<file path="src/rtl/spi_word_pkg.sv">
package spi_word_pkg;
  localparam int unsigned DATA_W  = 16;
  localparam int unsigned NUM_CS  = 4;
  localparam int unsigned LEN_W   = $clog2(DATA_W);
  localparam int unsigned CMD_W   = 32;
  localparam int unsigned SPARE_W = CMD_W - DATA_W - NUM_CS - 4 - LEN_W;

  // field order fixed by the command layout
  typedef struct packed {
    logic [SPARE_W-1:0] spare_hi;
    logic [LEN_W-1:0]   len;
    logic               spare_mid;
    logic               rx_skip;
    logic               frame_end;
    logic               xfer_end;
    logic [NUM_CS-1:0]  sel_n;
    logic [DATA_W-1:0]  data;
  } cmd_t;

  typedef enum logic [1:0] {
    ST_IDLE,
    ST_PRE_GAP,
    ST_SHIFT,
    ST_POST_GAP
  } st_e;
endpackage

</file>
<file path="src/rtl/spi_sck_div.sv">
module spi_sck_div #(
  parameter int unsigned DIV_W = 8
) (
  input  logic             clk_i,
  input  logic             rst_ni,
  input  logic             run_i,
  input  logic [DIV_W-1:0] div_i,
  output logic             tick_o
);
  logic [DIV_W-1:0] cnt_q;

  assign tick_o = run_i && (cnt_q == div_i);

  always_ff @(posedge clk_i or negedge rst_ni) begin
    if (!rst_ni)                cnt_q <= '0;
    else if (!run_i || tick_o)  cnt_q <= '0;
    else                        cnt_q <= cnt_q + DIV_W'(1);
  end
endmodule

</file>
<file path="src/rtl/spi_shift_unit.sv">
module spi_shift_unit #(
  parameter int unsigned DATA_W = 16,
  parameter int unsigned LEN_W  = 4
) (
  input  logic              clk_i,
  input  logic              rst_ni,
  input  logic              load_i,
  input  logic [DATA_W-1:0] data_i,
  input  logic [LEN_W-1:0]  len_i,
  input  logic              rise_i,
  input  logic              fall_i,
  input  logic              miso_i,
  output logic              mosi_o,
  output logic [DATA_W-1:0] rx_word_o,
  output logic              last_o
);
  logic [DATA_W-1:0] tx_sr_q, rx_sr_q;
  logic [LEN_W-1:0]  left_q;

  assign mosi_o    = tx_sr_q[DATA_W-1];
  assign rx_word_o = rx_sr_q;
  assign last_o    = (left_q == '0);

  always_ff @(posedge clk_i or negedge rst_ni) begin
    if (!rst_ni) begin
      tx_sr_q <= '0;
      rx_sr_q <= '0;
      left_q  <= '0;
    end else if (load_i) begin
      // align bit len_i to the MSB so it leaves first
      tx_sr_q <= data_i << (LEN_W'(DATA_W-1) - len_i);
      rx_sr_q <= '0;
      left_q  <= len_i;
    end else begin
      if (rise_i) rx_sr_q <= {rx_sr_q[DATA_W-2:0], miso_i};
      if (fall_i && !last_o) begin
        tx_sr_q <= tx_sr_q << 1;
        left_q  <= left_q - LEN_W'(1);
      end
    end
  end
endmodule

</file>
<file path="src/rtl/spi_rx_hold.sv">
module spi_rx_hold #(
  parameter int unsigned DATA_W = 16
) (
  input  logic              clk_i,
  input  logic              rst_ni,
  input  logic              push_i,
  input  logic [DATA_W-1:0] data_i,
  input  logic              last_i,
  input  logic              ready_i,
  output logic              valid_o,
  output logic [DATA_W-1:0] data_o,
  output logic              last_o
);
  logic              full_q;
  logic [DATA_W-1:0] data_q;
  logic              last_q;

  assign valid_o = full_q;
  assign data_o  = data_q;
  assign last_o  = last_q;

  always_ff @(posedge clk_i or negedge rst_ni) begin
    if (!rst_ni) begin
      full_q <= 1'b0;
      data_q <= '0;
      last_q <= 1'b0;
    end else if (push_i) begin
      full_q <= 1'b1;
      data_q <= data_i;
      last_q <= last_i;
    end else if (full_q && ready_i) begin
      full_q <= 1'b0;
    end
  end
endmodule

</file>
<file path="src/rtl/spi_word_master.sv">
module spi_word_master
  import spi_word_pkg::*;
#(
  parameter int unsigned DIV_W = 8,
  parameter int unsigned GAP_W = 8
) (
  input  logic              clk_i,
  input  logic              rst_ni,
  input  logic              cmd_valid_i,
  output logic              cmd_ready_o,
  input  logic [CMD_W-1:0]  cmd_word_i,
  input  logic [DIV_W-1:0]  div_i,
  input  logic [GAP_W-1:0]  xfer_gap_i,
  input  logic [GAP_W-1:0]  frame_gap_i,
  input  logic [NUM_CS-1:0] cs_pol_i,
  output logic              sck_o,
  output logic              mosi_o,
  input  logic              miso_i,
  output logic [NUM_CS-1:0] cs_o,
  output logic              rx_valid_o,
  input  logic              rx_ready_i,
  output logic [DATA_W-1:0] rx_data_o,
  output logic              rx_last_o
);
  localparam int unsigned CNT_W = GAP_W + 1;

  cmd_t              cmd_in, cur_q, load_cmd;
  st_e               st_q;
  logic [NUM_CS-1:0] cs_act_q, new_sel;
  logic [CNT_W-1:0]  gap_q, post_sum;
  logic              sck_q, shifting, tick, rise, fall, word_done;
  logic              accept, need_release, load, last_bit, sh_mosi, rx_push, cur_skip;
  logic [DATA_W-1:0] rx_word;
  logic              unused_spare;

  assign cmd_in       = cmd_t'(cmd_word_i);
  assign unused_spare = ^{cmd_in.spare_hi, cmd_in.spare_mid, cur_q.spare_hi, cur_q.spare_mid};
  assign new_sel      = ~cmd_in.sel_n;
  assign shifting     = (st_q == ST_SHIFT);
  assign cur_skip     = cur_q.rx_skip;

  // kept words wait for the holding register; dropped words never do
  assign cmd_ready_o  = (st_q == ST_IDLE) && (!rx_valid_o || cmd_in.rx_skip);
  assign accept       = cmd_valid_i && cmd_ready_o;
  assign need_release = (cs_act_q != '0) && (cs_act_q != new_sel);
  assign load         = (accept && !need_release) ||
                        ((st_q == ST_PRE_GAP) && (gap_q == '0));
  assign load_cmd     = accept ? cmd_in : cur_q;

  assign rise      = tick && !sck_q;
  assign fall      = tick && sck_q;
  assign word_done = fall && last_bit;
  assign rx_push   = word_done && !cur_q.rx_skip;
  assign post_sum  = (cur_q.xfer_end  ? CNT_W'(xfer_gap_i)  : '0) +
                     (cur_q.frame_end ? CNT_W'(frame_gap_i) : '0);

  spi_sck_div #(.DIV_W(DIV_W)) i_div (
    .clk_i  (clk_i),
    .rst_ni (rst_ni),
    .run_i  (shifting),
    .div_i  (div_i),
    .tick_o (tick)
  );

  spi_shift_unit #(.DATA_W(DATA_W), .LEN_W(LEN_W)) i_shift (
    .clk_i     (clk_i),
    .rst_ni    (rst_ni),
    .load_i    (load),
    .data_i    (load_cmd.data),
    .len_i     (load_cmd.len),
    .rise_i    (rise),
    .fall_i    (fall),
    .miso_i    (miso_i),
    .mosi_o    (sh_mosi),
    .rx_word_o (rx_word),
    .last_o    (last_bit)
  );

  spi_rx_hold #(.DATA_W(DATA_W)) i_rx (
    .clk_i   (clk_i),
    .rst_ni  (rst_ni),
    .push_i  (rx_push),
    .data_i  (rx_word),
    .last_i  (cur_q.xfer_end),
    .ready_i (rx_ready_i),
    .valid_o (rx_valid_o),
    .data_o  (rx_data_o),
    .last_o  (rx_last_o)
  );

  always_ff @(posedge clk_i or negedge rst_ni) begin
    if (!rst_ni)                sck_q <= 1'b0;
    else if (shifting && tick)  sck_q <= ~sck_q;
  end

  always_ff @(posedge clk_i or negedge rst_ni) begin
    if (!rst_ni) begin
      st_q     <= ST_IDLE;
      cur_q    <= '0;
      cs_act_q <= '0;
      gap_q    <= '0;
    end else begin
      case (st_q)
        ST_IDLE: begin
          if (accept) begin
            cur_q <= cmd_in;
            if (need_release) begin
              cs_act_q <= '0;
              gap_q    <= CNT_W'(xfer_gap_i);
              st_q     <= ST_PRE_GAP;
            end else begin
              cs_act_q <= new_sel;
              st_q     <= ST_SHIFT;
            end
          end
        end
        ST_PRE_GAP: begin
          if (gap_q == '0) begin
            cs_act_q <= ~cur_q.sel_n;
            st_q     <= ST_SHIFT;
          end else begin
            gap_q <= gap_q - CNT_W'(1);
          end
        end
        ST_SHIFT: begin
          if (word_done) begin
            if (cur_q.xfer_end) cs_act_q <= '0;
            if (post_sum == '0) begin
              st_q <= ST_IDLE;
            end else begin
              gap_q <= post_sum - CNT_W'(1);
              st_q  <= ST_POST_GAP;
            end
          end
        end
        default: begin
          if (gap_q == '0) st_q <= ST_IDLE;
          else             gap_q <= gap_q - CNT_W'(1);
        end
      endcase
    end
  end

  assign sck_o  = sck_q;
  assign mosi_o = shifting && sh_mosi;
  assign cs_o   = ~cs_act_q ^ cs_pol_i;
endmodule

</file>
<file path="config.mk">
export PLATFORM = sky130hd
export DESIGN_NAME = spi_word_master
export DESIGN_NICKNAME = d
export VERILOG_FILES = /design/src/rtl/spi_word_pkg.sv /design/src/rtl/spi_sck_div.sv /design/src/rtl/spi_shift_unit.sv /design/src/rtl/spi_rx_hold.sv /design/src/rtl/spi_word_master.sv
export SDC_FILE = /design/constraint.sdc
export NUM_CORES = 1
export LEC_CHECK = 0
export CORE_UTILIZATION = 60
export DETAILED_ROUTE_END_ITERATION = 10
export HOLD_SLACK_MARGIN = 0.05
export MAX_ROUTING_LAYER = met4
export PLACE_DENSITY = 0.95
export SYNTH_ARGS = -nofsm -noshare
export SYNTH_HDL_FRONTEND = slang
export SYNTH_SLANG_ARGS = --single-unit
</file>
<file path="constraint.sdc">
create_clock -name clk_i -period 4.8 [get_ports clk_i]
set_clock_uncertainty 0.2 [all_clocks]
set_input_delay 0.72 -clock clk_i [delete_from_list [all_inputs] [get_ports clk_i]]
set_output_delay 0.72 -clock clk_i [all_outputs]
set_load 0.02 [all_outputs]
</file>
# ---- Word level (Yosys, flattened, before mapping)
# Index checks and enable logic that the tools add are counted.
dict set report word_totals {
  regBits 106
  word_cells 109
}
dict set report classes {
  shifts 1
  reduce_logical 37
  n_bitwise 5
  n_mux 31
  eq_ne 11
  add_sub_neg 6
}
# op count
set ops {}
lappend ops {{2-to-1 mux 16 bit} 4}
lappend ops {{2-to-1 mux 9 bit} 5}
lappend ops {{2-to-1 mux 28 bit} 1}
lappend ops {{2-to-1 mux 4 bit} 7}
lappend ops {{2-to-1 mux 8 bit} 3}
lappend ops {{logical NOT 9 bit} 2}
lappend ops {{one-hot mux 9 bit (2 select lines)} 1}
lappend ops {{subtractor 9 x 1 -> 9 bit (second input constant)} 2}
lappend ops {{left shift 16 x 4 -> 16 bit} 1}
lappend ops {{logical AND 1 bit} 14}
lappend ops {{2-to-1 mux 2 bit} 6}
lappend ops {{NOT 4 bit} 3}
lappend ops {{one-hot mux 4 bit (3 select lines)} 1}
lappend ops {{inequality test 2 bit (second input constant)} 5}
lappend ops {{AND reduction 5 bit} 2}
lappend ops {{adder 8 x 8 -> 9 bit} 1}
lappend ops {{adder 8 x 1 -> 8 bit (second input constant)} 1}
lappend ops {{== test 8 bit} 1}
lappend ops {{logical NOT 1 bit} 6}
lappend ops {{one-hot mux 2 bit (3 select lines)} 1}
lappend ops {{nonzero test 2 bit} 3}
lappend ops {{nonzero test 3 bit} 2}
lappend ops {{logical NOT 4 bit} 1}
lappend ops {{inequality test 4 bit} 1}
lappend ops {{other kinds (14)} 17}

# ---- Depth between registers and ports, before layout
# Gate-level depths: netlist of the first run.
dict set report logic_depth {
  word_depth 8
  depth_mapped 14
}

# ---- Hierarchy
# A second synthesis of the first run with hierarchy kept.
dict set report hier_totals {
  hier_cells 627
  area_unflattened_um2 6677.7
}
# module seq_area_each_um2 cells_per_inst area_each_um2 instances
set modules_own_cells {}
lappend modules_own_cells {spi_word_master 1076.0 337 3241.9 1}
lappend modules_own_cells {spi_shift_unit 900.9 205 2215.9 1}
lappend modules_own_cells {spi_rx_hold 450.4 39 719.4 1}
lappend modules_own_cells {spi_sck_div 200.2 46 500.5 1}

# ---- Least setup slack after synthesis of the first run
# No wires, ideal clock.
dict set report synth_timing {
  kind {input -> register}
  from {input xfer_gap_i[0]}
  to {register st_q[1]}
  stages 12
  slack_ns 1.330
  n_path_buf 0
  arrival_ns 3.144
  setup_time_ns 0.125
  required_time_ns 4.475
  path_cell_list {and2_1 ha_1 inv_1 fa_1 and2b_2 o21a_1 nor2_1 or4_4 nor4_4 nand2b_1 a31oi_1 mux2_4}
}
dict set report synth_between {
  elab_chain_cells 6
}
# element line_no
set synth_lines {}
lappend synth_lines {{start: declaration} spi_word_master.sv:13} ;# input logic [GAP_W-1:0] xfer_gap_i,
lappend synth_lines {{2-to-1 mux 8 bit} spi_word_master.sv:54} ;# assign post_sum = (cur_q.xfer_end ? CNT_W'(xfer_gap_i) : '0) +
lappend synth_lines {{adder 8 x 8 -> 9 bit} spi_word_master.sv:54}
lappend synth_lines {{logical NOT 9 bit} spi_word_master.sv:128} ;# if (post_sum == '0) begin
lappend synth_lines {{2-to-1 mux 2 bit} spi_word_master.sv:128}
lappend synth_lines {{2-to-1 mux 2 bit} spi_word_master.sv:126} ;# if (word_done) begin
lappend synth_lines {{one-hot mux 2 bit (3 select lines)} spi_word_master.sv:103} ;# case (st_q)
lappend synth_lines {{end signal: assignment} spi_word_master.sv:110} ;# st_q <= ST_PRE_GAP;
lappend synth_lines {{end signal: assignment} spi_word_master.sv:129} ;# st_q <= ST_IDLE;
lappend synth_lines {{end signal: assignment} spi_word_master.sv:132} ;# st_q <= ST_POST_GAP;
lappend synth_lines {{end: declaration} spi_word_master.sv:28} ;# st_e st_q;
# Every way passes these cells. The select of a mux whose other input is x is not followed.
# A chain may end at the register's enable or synchronous reset.

# ---- Final worst setup path of the first run
dict set report layout_timing {
  from {input xfer_gap_i[0]}
  to {register gap_q[7]}
}
dict set report layout_between {
  elab_chain_cells 6
  word_cells_on_any_way 9
  cone_classes {add/sub: 2; eq/ne: 1; mux: 4; reduce/logical: 2}
}
# element line_no
set layout_lines {}
lappend layout_lines {{2-to-1 mux 8 bit (*)} spi_word_master.sv:54}
lappend layout_lines {{adder 8 x 8 -> 9 bit (*)} spi_word_master.sv:54}
lappend layout_lines {{subtractor 9 x 1 -> 9 bit} spi_word_master.sv:131} ;# gap_q <= post_sum - CNT_W'(1);
lappend layout_lines {{2-to-1 mux 9 bit} spi_word_master.sv:128}
lappend layout_lines {{2-to-1 mux 9 bit} spi_word_master.sv:126}
lappend layout_lines {{one-hot mux 9 bit (2 select lines)} spi_word_master.sv:103}
lappend layout_lines {{end signal: assignment} spi_word_master.sv:109} ;# gap_q <= CNT_W'(xfer_gap_i);
lappend layout_lines {{end signal: assignment} spi_word_master.sv:131}
lappend layout_lines {{end signal: assignment} spi_word_master.sv:138} ;# else gap_q <= gap_q - CNT_W'(1);
lappend layout_lines {{end: declaration} spi_word_master.sv:30} ;# logic [CNT_W-1:0] gap_q, post_sum;
# Every way passes the cells marked *; elsewhere a longest branch is shown, timed or not. The select of a mux whose other input is x is not followed.

==> results of run 1 <==
## cell usage in the layout, fill, tap and decap left out, types with 9 or more instances in the layout
cell type	n
clkdlybuf4s50_1	83
nor2b_1	14
clkbuf_8	9
dfrtp_1	105
o21ai_0	13
and2_1	19
nand2_1	37
nor2_1	68
xnor2_1	12
ha_1	16
nand3_1	11
mux2i_1	63
a211oi_1	13
xor2_1	22
inv_1	22
buf_4	11
a21oi_1	36
mux2_2	43
## kinds of logic after synthesis
logic type	count (synthesis)
xor gates and xnor gates	34
adders and majority gates	17
AOI/OAI and AO/OA	120
and+or+nand+nor	194
DFF	105
buffers and inverters	53
muxes	110
## stage by stage
step / area (um^2) / hold WS, ps
3_5_place_dp: 7350 / 285
5_1_grt: 7540 / 309
3_3_place_gp: 7350 / 271
6_report: 7540 / 242
2_1_floorplan: 6410 / 224
4_1_cts: 7540 / 272
## final cells by class
cell class              instances  share of cell area [%]
repair buffers                 94                    12.1
clock inverters                 7                   0.913
well taps                     136                    2.26
clock buffers                   9                    1.64
flip-flops and latches        105                    34.8
inverters                      24                    1.19
multi-input cells             475                    47.0
## flip-flops by register name (all words and copies together) (netlist names)
register,count
i_rx.last_o,1
i_shift.tx_sr_q,16
cur_skip,1
i_div.cnt_q,8
gap_q,9
i_rx.data_o,16
i_rx.valid_o,1
st_q,2
cur_q,26
cs_act_q,4
i_shift.rx_word_o,16
i_shift.left_q,4
sck_o,1
## worst reg2reg max path, cell delays in order (launching register included)
cell	delay [ps]
dfrtp_1	550
and2_1	200
ha_1	190
inv_1	60
fa_1	400
and2b_2	270
o22ai_2	90
xnor2_1	190
a2111oi_0	800
nand3_1	200
xor2_1	180
mux2i_1	170
a21oi_1	100
## layer usage
| layer | track usage (%) | vias to the layer above | wire length (um) | share of wire [%] |
|---|---|---|---|---|
| li1 | - | 2393 | - | - |
| met1 | 34.4 | 2501 | 6150 | 41 |
| met2 | 50.3 | 178 | 7920 | 52 |
| met3 | 5.26 | 29 | 765 | 5.1 |
| met4 | 11.3 | 0 | 302 | 2.0 |
| met5 | - | - | 0 | 0 |
## power groups by stage
stage                     Combinational, mW  Clock (mW)  Sequential [mW]
after CTS                              2.36       0.553             1.39
after global placement                 2.22           0             1.38
after global routing                   2.61       0.590             1.43
after floorplan                        1.84           0             1.31
final                                  2.38       0.548             1.40
after detailed placement               2.32           0             1.40
## worst max-delay path by stage
stage                to  slack, ps  depth (start not counted)
6_report       gap_q[7]        830                         13
5_1_grt        gap_q[7]        620                         13
2_1_floorplan   st_q[1]       1330                         12
3_3_place_gp   gap_q[7]        660                         13
3_5_place_dp   gap_q[7]        480                         13
4_1_cts        gap_q[7]        860                         13
==> results.py, run 1 <==
metrics = {
    "status": {
        "outcome": "completed",
    },
    "logic_synthesis": {
        "synth_top_family_by_area": "multiplexers",
        "synth.area.top_cells": "dfrtp_1, mux2i_1, mux2_2, nor2_1, ha_1",
        "synth_mux_area_share_pct": 18.3,
        "ys_ff_latch": 105,
        "synth_top_area_share_pct": 41.0,
        "ys_types": 77,
        "yosysWarnings": 0,
        "synth_compound_area_share_pct": 12.8,
        "syn_area_um2": 6410,
        "synth-async-reset-ratio_pct": 100,
        "synthesis.nets": 715,
        "synth_xor_area_share_pct": 4.65,
        "syn_avg_cell_area_um2": 10.1,
        "synthFlopType": "dfrtp_1",
        "synth_most_common_cell": "dfrtp_1",
        "syn-instance-count": 633,
        "synth-edff-count": 0,
        "yosysTopAreaCell": "dfrtp_1",
        "synth_adder_area_share_pct": 3.44,
        "synth.top_cells.by_count": "dfrtp_1, nor2_1, mux2i_1",
        "synth_simple_gate_area_share_pct": 15.7,
        "seq_area_frac_synth_pct": 41.0,
    },
    "place": {
        "placement.io_buffers": 84,
        "dpl.hpwl_um": 10900,
        "place.gp.congestion": 0.919,
        "dp_cells": 834,
        "pre_cts_ws_ps": 482,
    },
    "critical_path": {
        "critPathTopFamily": "compound AO/OA/AOI/OAI gates",
        "crit_start": "xfer_gap_i[0]",
        "cp.buffers_inverters": 2,
        "slowest_stage": "a2111oi_0",
        "max_stage_delay_ps": 800,
        "cp_max_fo": 4,
        "reg2reg_slack_ps": 1060,
        "cp-end-kind": "register",
        "worst-setup-path-type": "primary input to register",
        "crit-reg2reg-launch": "cur_q[20]",
        "reg2regPathDepth": 12,
        "reg2reg_to": "gap_q[7]",
        "critPathArrivalTime_ps": 4000,
        "start_kind": "primary input",
        "path_cells": "clkdlybuf4s50_1 > and2_1 > ha_1 > inv_1 > fa_1 > and2b_2 > o22ai_2 > xnor2_1 > a2111oi_0 > nand3_1 > xor2_1 > mux2i_1 > a21oi_1",
        "crit_required_ps": 4820,
    },
    "timing": {
        "setup_viol": 0,
        "worst_pin_slew_ps": 926,
        "drv_slew": 0,
        "fin_crit_sh_pct": 82.8,
        "finalSetupTns_ps": 0,
        "max_freq_ghz": 0.252,
        "hold_violations": 0,
        "rsz0062_at_grt": "no",
        "maxSlewHeadroom_pct": 37.7,
        "post-route-min-period_ps": 3970,
        "layout_setup_ws_ps": 825,
    },
    "final_layout": {
        "diodes": 0,
        "multi_input_area_um2": 3550,
        "drive_above_1_share_pct": 14.1,
        "syn2layout_area_growth_pct": 17.7,
        "num-nets-final": 791,
        "regArea_um2": 2630,
        "final_core_utilization_pct": 73.0,
        "fillers": 676,
        "stdcell_count": 850,
    },
    "route": {
        "postRouteAntennaNets": 0,
        "drtPass1Iterations": 5,
        "drtIter0Drc": 341,
        "routed_via_density": 6.00,
        "wl_per_cell_um": 17.8,
        "route.detailed.drc": 0,
        "finalWirelength_um": 15100,
        "via_count": 5101,
    },
    "clocking": {
        "cts_resized": 0,
        "clk_pin_slew_ps": 100,
        "clkSinkCount": 105,
        "cts-root-buf": "clkbuf_8",
        "cts_buffers": 9,
        "postCtsSetupBuffers": 0,
        "clk_latency_ps": 370,
        "cts_tree": "yes",
        "clock_path_buffers": 2,
        "cts_htree_levels": 3,
        "cts_hold_buf": 0,
    },
    "power_and_ir_drop": {
        "p_seq_share_pct": 32.3,
        "power.internal_mw": 2.44,
        "ir_worst_vdd_mv": 0.425,
        "p_per_area_nw_per_um2": 574,
        "switching_share_pct": 43.6,
        "power_switching_mw": 1.89,
        "p_clk_share_pct": 12.7,
        "combPwrFrac_pct": 55.1,
        "power_leakage_nw": 3.36,
        "total_power_mw": 4.33,
    },
    "floorplanning": {
        "core-area_um2": 10300,
        "io_pins": 90,
        "floorplan.initialDensity_pct": 62.1,
        "fp.dieArea_um2": 11100,
        "die_h_um": 105,
        "dieWidth_um": 105,
        "rows": 37,
    },
    "global_route": {
        "grt_pass1_wl_um": 25200,
        "antenna_found_initial": 0,
        "grt_max_degree": 70,
        "grt_pass1_vias": 5258,
        "grt_use_total_pct": 29.4,
        "grt-ovfl-total": 0,
    },
    "flow_run": {
        "maxCapViolations": 0,
    },
    "worst_hold_path": {
        "hp-class": "primary input to asynchronous set/reset pin",
    },
}
Power figures use the tool's default switching activity.
==> inputs of run 2 (changes only) <==
--- a/config.mk
+++ b/config.mk
@@ -5,11 +5,11 @@
 export SDC_FILE = /design/constraint.sdc
 export NUM_CORES = 1
 export LEC_CHECK = 0
-export CORE_UTILIZATION = 60
+export CORE_UTILIZATION = 50
 export DETAILED_ROUTE_END_ITERATION = 10
 export HOLD_SLACK_MARGIN = 0.05
 export MAX_ROUTING_LAYER = met4
-export PLACE_DENSITY = 0.95
+export PLACE_DENSITY = 0.89
 export SYNTH_ARGS = -nofsm -noshare
 export SYNTH_HDL_FRONTEND = slang
 export SYNTH_SLANG_ARGS = --single-unit
==> constraint.sdc (replaced) <==
create_clock -name clk_i -period 3.51 [get_ports clk_i]
set_clock_uncertainty 0.2 [all_clocks]
set_input_delay 0.5265 -clock clk_i [delete_from_list [all_inputs] [get_ports clk_i]]
set_output_delay 0.5265 -clock clk_i [all_outputs]
set_load 0.02 [all_outputs]
==> run 2 against run 1 <==
Compared with the run above: flip-flop and latch count unchanged; final cell count rose by 9.3%; first-iteration DRC count down 24%; clock power up 78%; die area increased by 20%; global-route usage shrank 5.0 points; critical path depth down 1; via count increased by 1.5%; utilization down 6.3 points; non-clock buffer count rose by 47; largest cell class unchanged; highest routed layer unchanged.
==> results.py, run 2 (same netlist as run 1, synthesis figures left out) <==
metrics = {
    "status": {
        "outcome": "completed",
    },
    "route": {
        "drtPass1Iterations": 5,
        "postRouteAntennaNets": 0,
        "route.detailed.drc": 0,
        "finalWirelength_um": 15100,
        "via_count": 5179,
        "drtIter0Drc": 258,
        "routed_via_density": 5.57,
        "wl_per_cell_um": 16.2,
    },
    "timing": {
        "whs_ps": 304,
        "finalSetupTns_ps": 0,
        "fin_crit_sh_pct": 98.5,
        "post-route-min-period_ps": 3460,
        "layout_setup_ws_ps": 52.1,
        "hold_violations": 0,
        "worst_pin_slew_ps": 607,
        "maxSlewHeadroom_pct": 59.5,
        "drv_slew": 0,
        "max_freq_ghz": 0.289,
        "setup_viol": 0,
    },
    "power_and_ir_drop": {
        "total_power_mw": 6.52,
        "power_leakage_nw": 3.69,
        "p_per_area_nw_per_um2": 796,
        "ir_worst_vdd_mv": 0.506,
    },
    "floorplanning": {
        "floorplan.initialDensity_pct": 52.3,
        "dieWidth_um": 115,
        "core-area_um2": 12300,
        "io_pins": 90,
        "fp.dieArea_um2": 13300,
        "die_h_um": 115,
        "rows": 40,
    },
    "critical_path": {
        "endpoint": "st_q[1]",
        "cp.buffers_inverters": 3,
        "reg2reg_slack_ps": 80,
        "start_kind": "primary input",
        "crit-reg2reg-launch": "cur_q[20]",
        "cp_max_fo": 2,
        "max_stage_delay_ps": 560,
        "slowest_stage": "or4_4",
        "crit_start": "frame_gap_i[1]",
        "reg2regPathDepth": 12,
        "crit_required_ps": 3540,
        "reg2reg_to": "st_q[1]",
        "path_cells": "clkdlybuf4s50_1 > and2_4 > inv_1 > fa_2 > inv_2 > nor2_2 > o2111ai_1 > or4_4 > nor4_4 > nand2b_4 > a31oi_2 > mux2_4",
        "critPathArrivalTime_ps": 3490,
        "worst-setup-path-type": "primary input to register",
        "critPathTopFamily": "simple AND/OR/NAND/NOR gates",
        "crit_cells": 12,
        "cp-end-kind": "register",
    },
    "final_layout": {
        "fillers": 924,
        "diodes": 0,
        "final_core_utilization_pct": 66.8,
        "largest_reg_flops": 26,
        "drive_above_1_share_pct": 22.1,
        "mostFrequentLayoutCells": "dfrtp_1, clkdlybuf4s50_1, nor2_1, mux2i_1, buf_4",
        "syn2layout_area_growth_pct": 27.8,
        "top_register": "cur_q",
        "final_common_cell": "dfrtp_1",
        "num-nets-final": 838,
    },
    "clocking": {
        "cts-root-buf": "clkbuf_16",
        "clk_pin_slew_ps": 80,
        "cts_htree_levels": 3,
        "cts_tree": "yes",
        "clk_latency_ps": 350,
        "cts_buffers": 9,
        "clkSinkCount": 105,
        "clock_path_buffers": 2,
    },
    "place": {
        "place.gp.congestion": 0.901,
        "dpl.hpwl_um": 11100,
        "pre_cts_ws_ps": -500,
        "placement.io_buffers": 84,
    },
    "global_route": {
        "grt-ovfl-total": 0,
        "antenna_found_initial": 0,
        "grt_pass1_vias": 5166,
        "grt_max_degree": 67,
        "grt_pass1_wl_um": 24400,
        "grt_use_total_pct": 24.4,
    },
    "worst_hold_path": {
        "hp-class": "register to register",
    },
    "flow_run": {
        "maxCapViolations": 0,
    },
}
==> run 2: cell types whose count changed in the layout (fill, tap and decap cells not counted), sizes merged <==
cell / previous run / this run
clkinvlp: 2 / 1
buf: 11 / 57
dlygate4sd2: 0 / 1
clkdlybuf4s50: 83 / 79
dlygate4sd3: 0 / 1
bufinv: 1 / 0
dlymetal6s2s: 0 / 3
inv: 25 / 27
==> run 2: metrics by stage <==
stage,cells,area [um^2]
final,929,8190
after global routing,929,8190
after CTS,925,8050
after detailed placement,908,7730
after global placement,908,7730
after floorplan,633,6410
==> run 2: repair_timing <==
action,in CTS,in global routing
hold buffers,1,0
endpoints found under the setup margin,11,5
pin swaps,2,13
gates cloned,0,0
hold endpoints to repair,39,0
buffers inserted,0,4
gates resized for setup,6,28
==> run 2: worst min-delay path by stage <==
| stage | startpoint | to | slack, ps | cells after the start |
|---|---|---|---|---|
| after floorplan | rst_ni | cs_act_q[0] | 30 | 0 |
| after global placement | i_rx.data_o[9] | i_rx.data_o[9] | 280 | 1 |
| after detailed placement | i_shift.tx_sr_q[11] | i_shift.tx_sr_q[11] | 280 | 1 |
| after CTS | i_shift.tx_sr_q[2] | i_shift.tx_sr_q[2] | 300 | 1 |
| after global routing | i_shift.tx_sr_q[11] | i_shift.tx_sr_q[11] | 320 | 1 |
| final | i_rx.data_o[8] | i_rx.data_o[8] | 300 | 1 |
==> run 2: routing by layer <==
metal / share of wire, % / GRT usage, %
met2: 51 / 41.9
met3: 4.8 / 3.90
met5: 0 / -
met4: 1.9 / 7.53
met1: 42 / 29.4
==> run 2: cell type report <==
class                           instances  area, um^2  share of cell area, %
Multi-Input combinational cell        475        3660                   44.8
Sequential cell                       105        2630                   32.1
Timing Repair Buffer                  141        1300                   15.9
Clock buffer                            9         225                   2.75
Tap cell                              168         210                   2.57
Inverter                               24        90.1                   1.10
Clock inverter                          7        63.8                  0.779
==> run 2: power by group <==
part | leakage (nW) | internal [mW] | total [mW] | switching (mW)
registers | 1.34 | 1.59 | 1.89 | 0.308
clock network | 0.140 | 0.495 | 0.974 | 0.479
logic | 2.21 | 1.71 | 3.65 | 1.94
total | 3.69 | 3.79 | 6.52 | 2.73
==> inputs of run 3 (changes only) <==
--- a/config.mk
+++ b/config.mk
@@ -5,11 +5,11 @@
 export SDC_FILE = /design/constraint.sdc
 export NUM_CORES = 1
 export LEC_CHECK = 0
-export CORE_UTILIZATION = 50
+export CORE_UTILIZATION = 56
 export DETAILED_ROUTE_END_ITERATION = 10
 export HOLD_SLACK_MARGIN = 0.05
 export MAX_ROUTING_LAYER = met4
-export PLACE_DENSITY = 0.89
+export PLACE_DENSITY = 0.94
 export SYNTH_ARGS = -nofsm -noshare
 export SYNTH_HDL_FRONTEND = slang
 export SYNTH_SLANG_ARGS = --single-unit
==> constraint.sdc (replaced) <==
create_clock -name clk_i -period 3.2 [get_ports clk_i]
set_clock_uncertainty 0.2 [all_clocks]
set_input_delay 0.48 -clock clk_i [delete_from_list [all_inputs] [get_ports clk_i]]
set_output_delay 0.48 -clock clk_i [all_outputs]
set_load 0.02 [all_outputs]
==> run 3 against run 2 <==
Compared with the run above: the flow now finishes with violations (negative setup slack); highest routed layer unchanged; hold slack better by 1.2 ps; largest power group unchanged; global-route usage is 7.7 points higher; combinational power is 24% higher.
==> results.py, run 3 (same netlist as run 1, synthesis figures left out) <==
metrics = {
    "place": {
        "place.gp.congestion": 0.995,
        "post_dp_cell_area_um2": 7800,
        "dpl.hpwl_um": 11900,
        "pre_cts_ws_ps": -665,
        "placement.io_buffers": 84,
    },
    "final_layout": {
        "diodes": 0,
        "num-nets-final": 858,
        "final_common_cell": "dfrtp_1",
        "syn2layout_area_growth_pct": 29.9,
        "largest_reg_flops": 26,
        "postLayoutCellArea_um2": 8320,
        "fillers": 653,
        "drive_above_1_share_pct": 24.8,
        "final_core_utilization_pct": 75.8,
        "top_register": "cur_q",
        "mostFrequentLayoutCells": "dfrtp_1, clkdlybuf4s50_1, buf_4, nor2_1, mux2i_1",
    },
    "route": {
        "routed_via_density": 6.11,
        "drtPass1Iterations": 6,
        "drtIter0Drc": 376,
        "postRouteAntennaNets": 0,
        "via_count": 5624,
        "finalWirelength_um": 17200,
        "route.detailed.drc": 0,
        "wl_per_cell_um": 18.7,
    },
    "status": {
        "outcome": "finished, violations left",
        "violations": "negative setup slack",
    },
    "critical_path": {
        "cp-end-kind": "register",
        "critPathArrivalTime_ps": 3320,
        "worst-setup-path-type": "primary input to register",
        "path_cells": "clkdlybuf4s50_1 > and2_1 > ha_4 > o21ai_1 > nor2_2 > buf_4 > and4_1 > a2111oi_2 > and4_1 > xor2_1 > a22oi_1 > o21ai_1",
        "reg2regPathDepth": 12,
        "cp_max_fo": 4,
        "slowest_stage": "clkdlybuf4s50_1",
        "start_kind": "primary input",
        "max_stage_delay_ps": 490,
        "reg2reg_slack_ps": -40,
        "crit_required_ps": 3270,
    },
    "floorplanning": {
        "core-area_um2": 11000,
        "fp.dieArea_um2": 11900,
        "floorplan.initialDensity_pct": 58.3,
        "die_h_um": 109,
        "rows": 38,
        "io_pins": 90,
        "dieWidth_um": 109,
    },
    "global_route": {
        "grt-ovfl-total": 0,
        "grt_max_degree": 53,
        "antenna_found_initial": 0,
        "grt_pass1_vias": 5973,
        "grt_use_total_pct": 32.1,
        "grt_pass1_wl_um": 28600,
    },
    "timing": {
        "whs_ps": 305,
        "rsz0062_at_grt": "yes",
        "hold_violations": 0,
        "worst_pin_slew_ps": 658,
        "setup_viol": 8,
        "post-route-min-period_ps": 3250,
        "drv_slew": 0,
        "layout_setup_ws_ps": -51.4,
        "fin_crit_sh_pct": 102,
        "maxSlewHeadroom_pct": 56.2,
        "finalSetupTns_ps": -192,
        "max_freq_ghz": 0.308,
    },
    "worst_hold_path": {
        "hp-class": "register to register",
        "holdPathStages": 1,
    },
    "clocking": {
        "clock_path_buffers": 2,
        "clkSinkCount": 105,
        "cts_buffers": 9,
        "clk_pin_slew_ps": 70,
        "cts-root-buf": "clkbuf_16",
        "clk_latency_ps": 350,
        "cts_htree_levels": 3,
        "cts_tree": "yes",
    },
    "power_and_ir_drop": {
        "ir_worst_vdd_mv": 0.629,
        "power_leakage_nw": 3.77,
        "p_per_area_nw_per_um2": 921,
    },
    "flow_run": {
        "maxCapViolations": 0,
    },
}
==> run 3: changes by cell type in the layout (fill, tap and decap cells not counted), sizes merged <==
cell	before	now
dlygate4sd2	1	3
inv	27	26
a21oi	37	38
clkbuf	9	11
clkinvlp	1	0
buf	57	76
dlymetal6s2s	3	0
clkdlybuf4s50	79	80
==> run 3: stage by stage <==
step                cells  power, mW
floorplan             633       4.74
global placement      895       5.82
detailed placement    895       6.06
CTS                   920       7.40
global route          921       8.14
finish                921       7.66
==> run 3: area by class of cell <==
class                      count  area [um^2]  area share (%)
clock buffer                  11          253            3.04
inverter                      24         90.1            1.08
tap                          140          175            2.10
sequential                   105         2630            31.6
clock inverter                 5         47.5           0.571
timing repair buffer         160         1420            17.1
multi-input combinational    476         3710            44.5
==> run 3: critical path: cells and delay by family <==
family                   cells  cell delay (ps)
AO/OA/AOI/OAI                4              930
AND/OR/NAND/NOR              4              810
buffers and inverters        2              640
adder cells (fa/ha/maj)      1              230
XOR/XNOR                     1              210
==> run 3: path summary, 6_finish.rpt <==
check | from | to
worst max-delay path | xfer_gap_i[2] | gap_q[8]
worst max register to register | cur_q[21] | st_q[1]
max in group asynchronous | rst_ni | cur_q[24]
min in group asynchronous | rst_ni | i_shift.rx_word_o[10]
worst min-delay path | i_shift.tx_sr_q[11] | i_shift.tx_sr_q[11]
worst min register to register | i_shift.tx_sr_q[11] | i_shift.tx_sr_q[11]
==> run 3: layer usage <==
layer | vias up | track usage [%] | share of wire, %
met1 | 2738 | 36.5 | 39
met2 | 269 | 55.8 | 52
met5 | - | - | 0
met4 | 0 | 12.7 | 3.7
li1 | 2533 | - | -
met3 | 84 | 5.92 | 5.7
==> run 3: repair_timing <==
| item | CTS | global route |
|---|---|---|
| gates cloned | 1 | 0 |
| hold buffers | 1 | 0 |
| gates resized for setup | 23 | 15 |
| endpoints found under the setup margin | 11 | 11 |
| pin swaps | 14 | 6 |
| setup buffers | 7 | 1 |
| hold endpoints to repair | 50 | 0 |
==> run 3: power by group <==
group / internal [mW] / total [mW] / switching [mW] / leakage (nW)
sequential: 1.74 / 2.06 / 0.320 / 1.34
combinational: 2.06 / 4.51 / 2.45 / 2.28
clock: 0.583 / 1.10 / 0.513 / 0.149
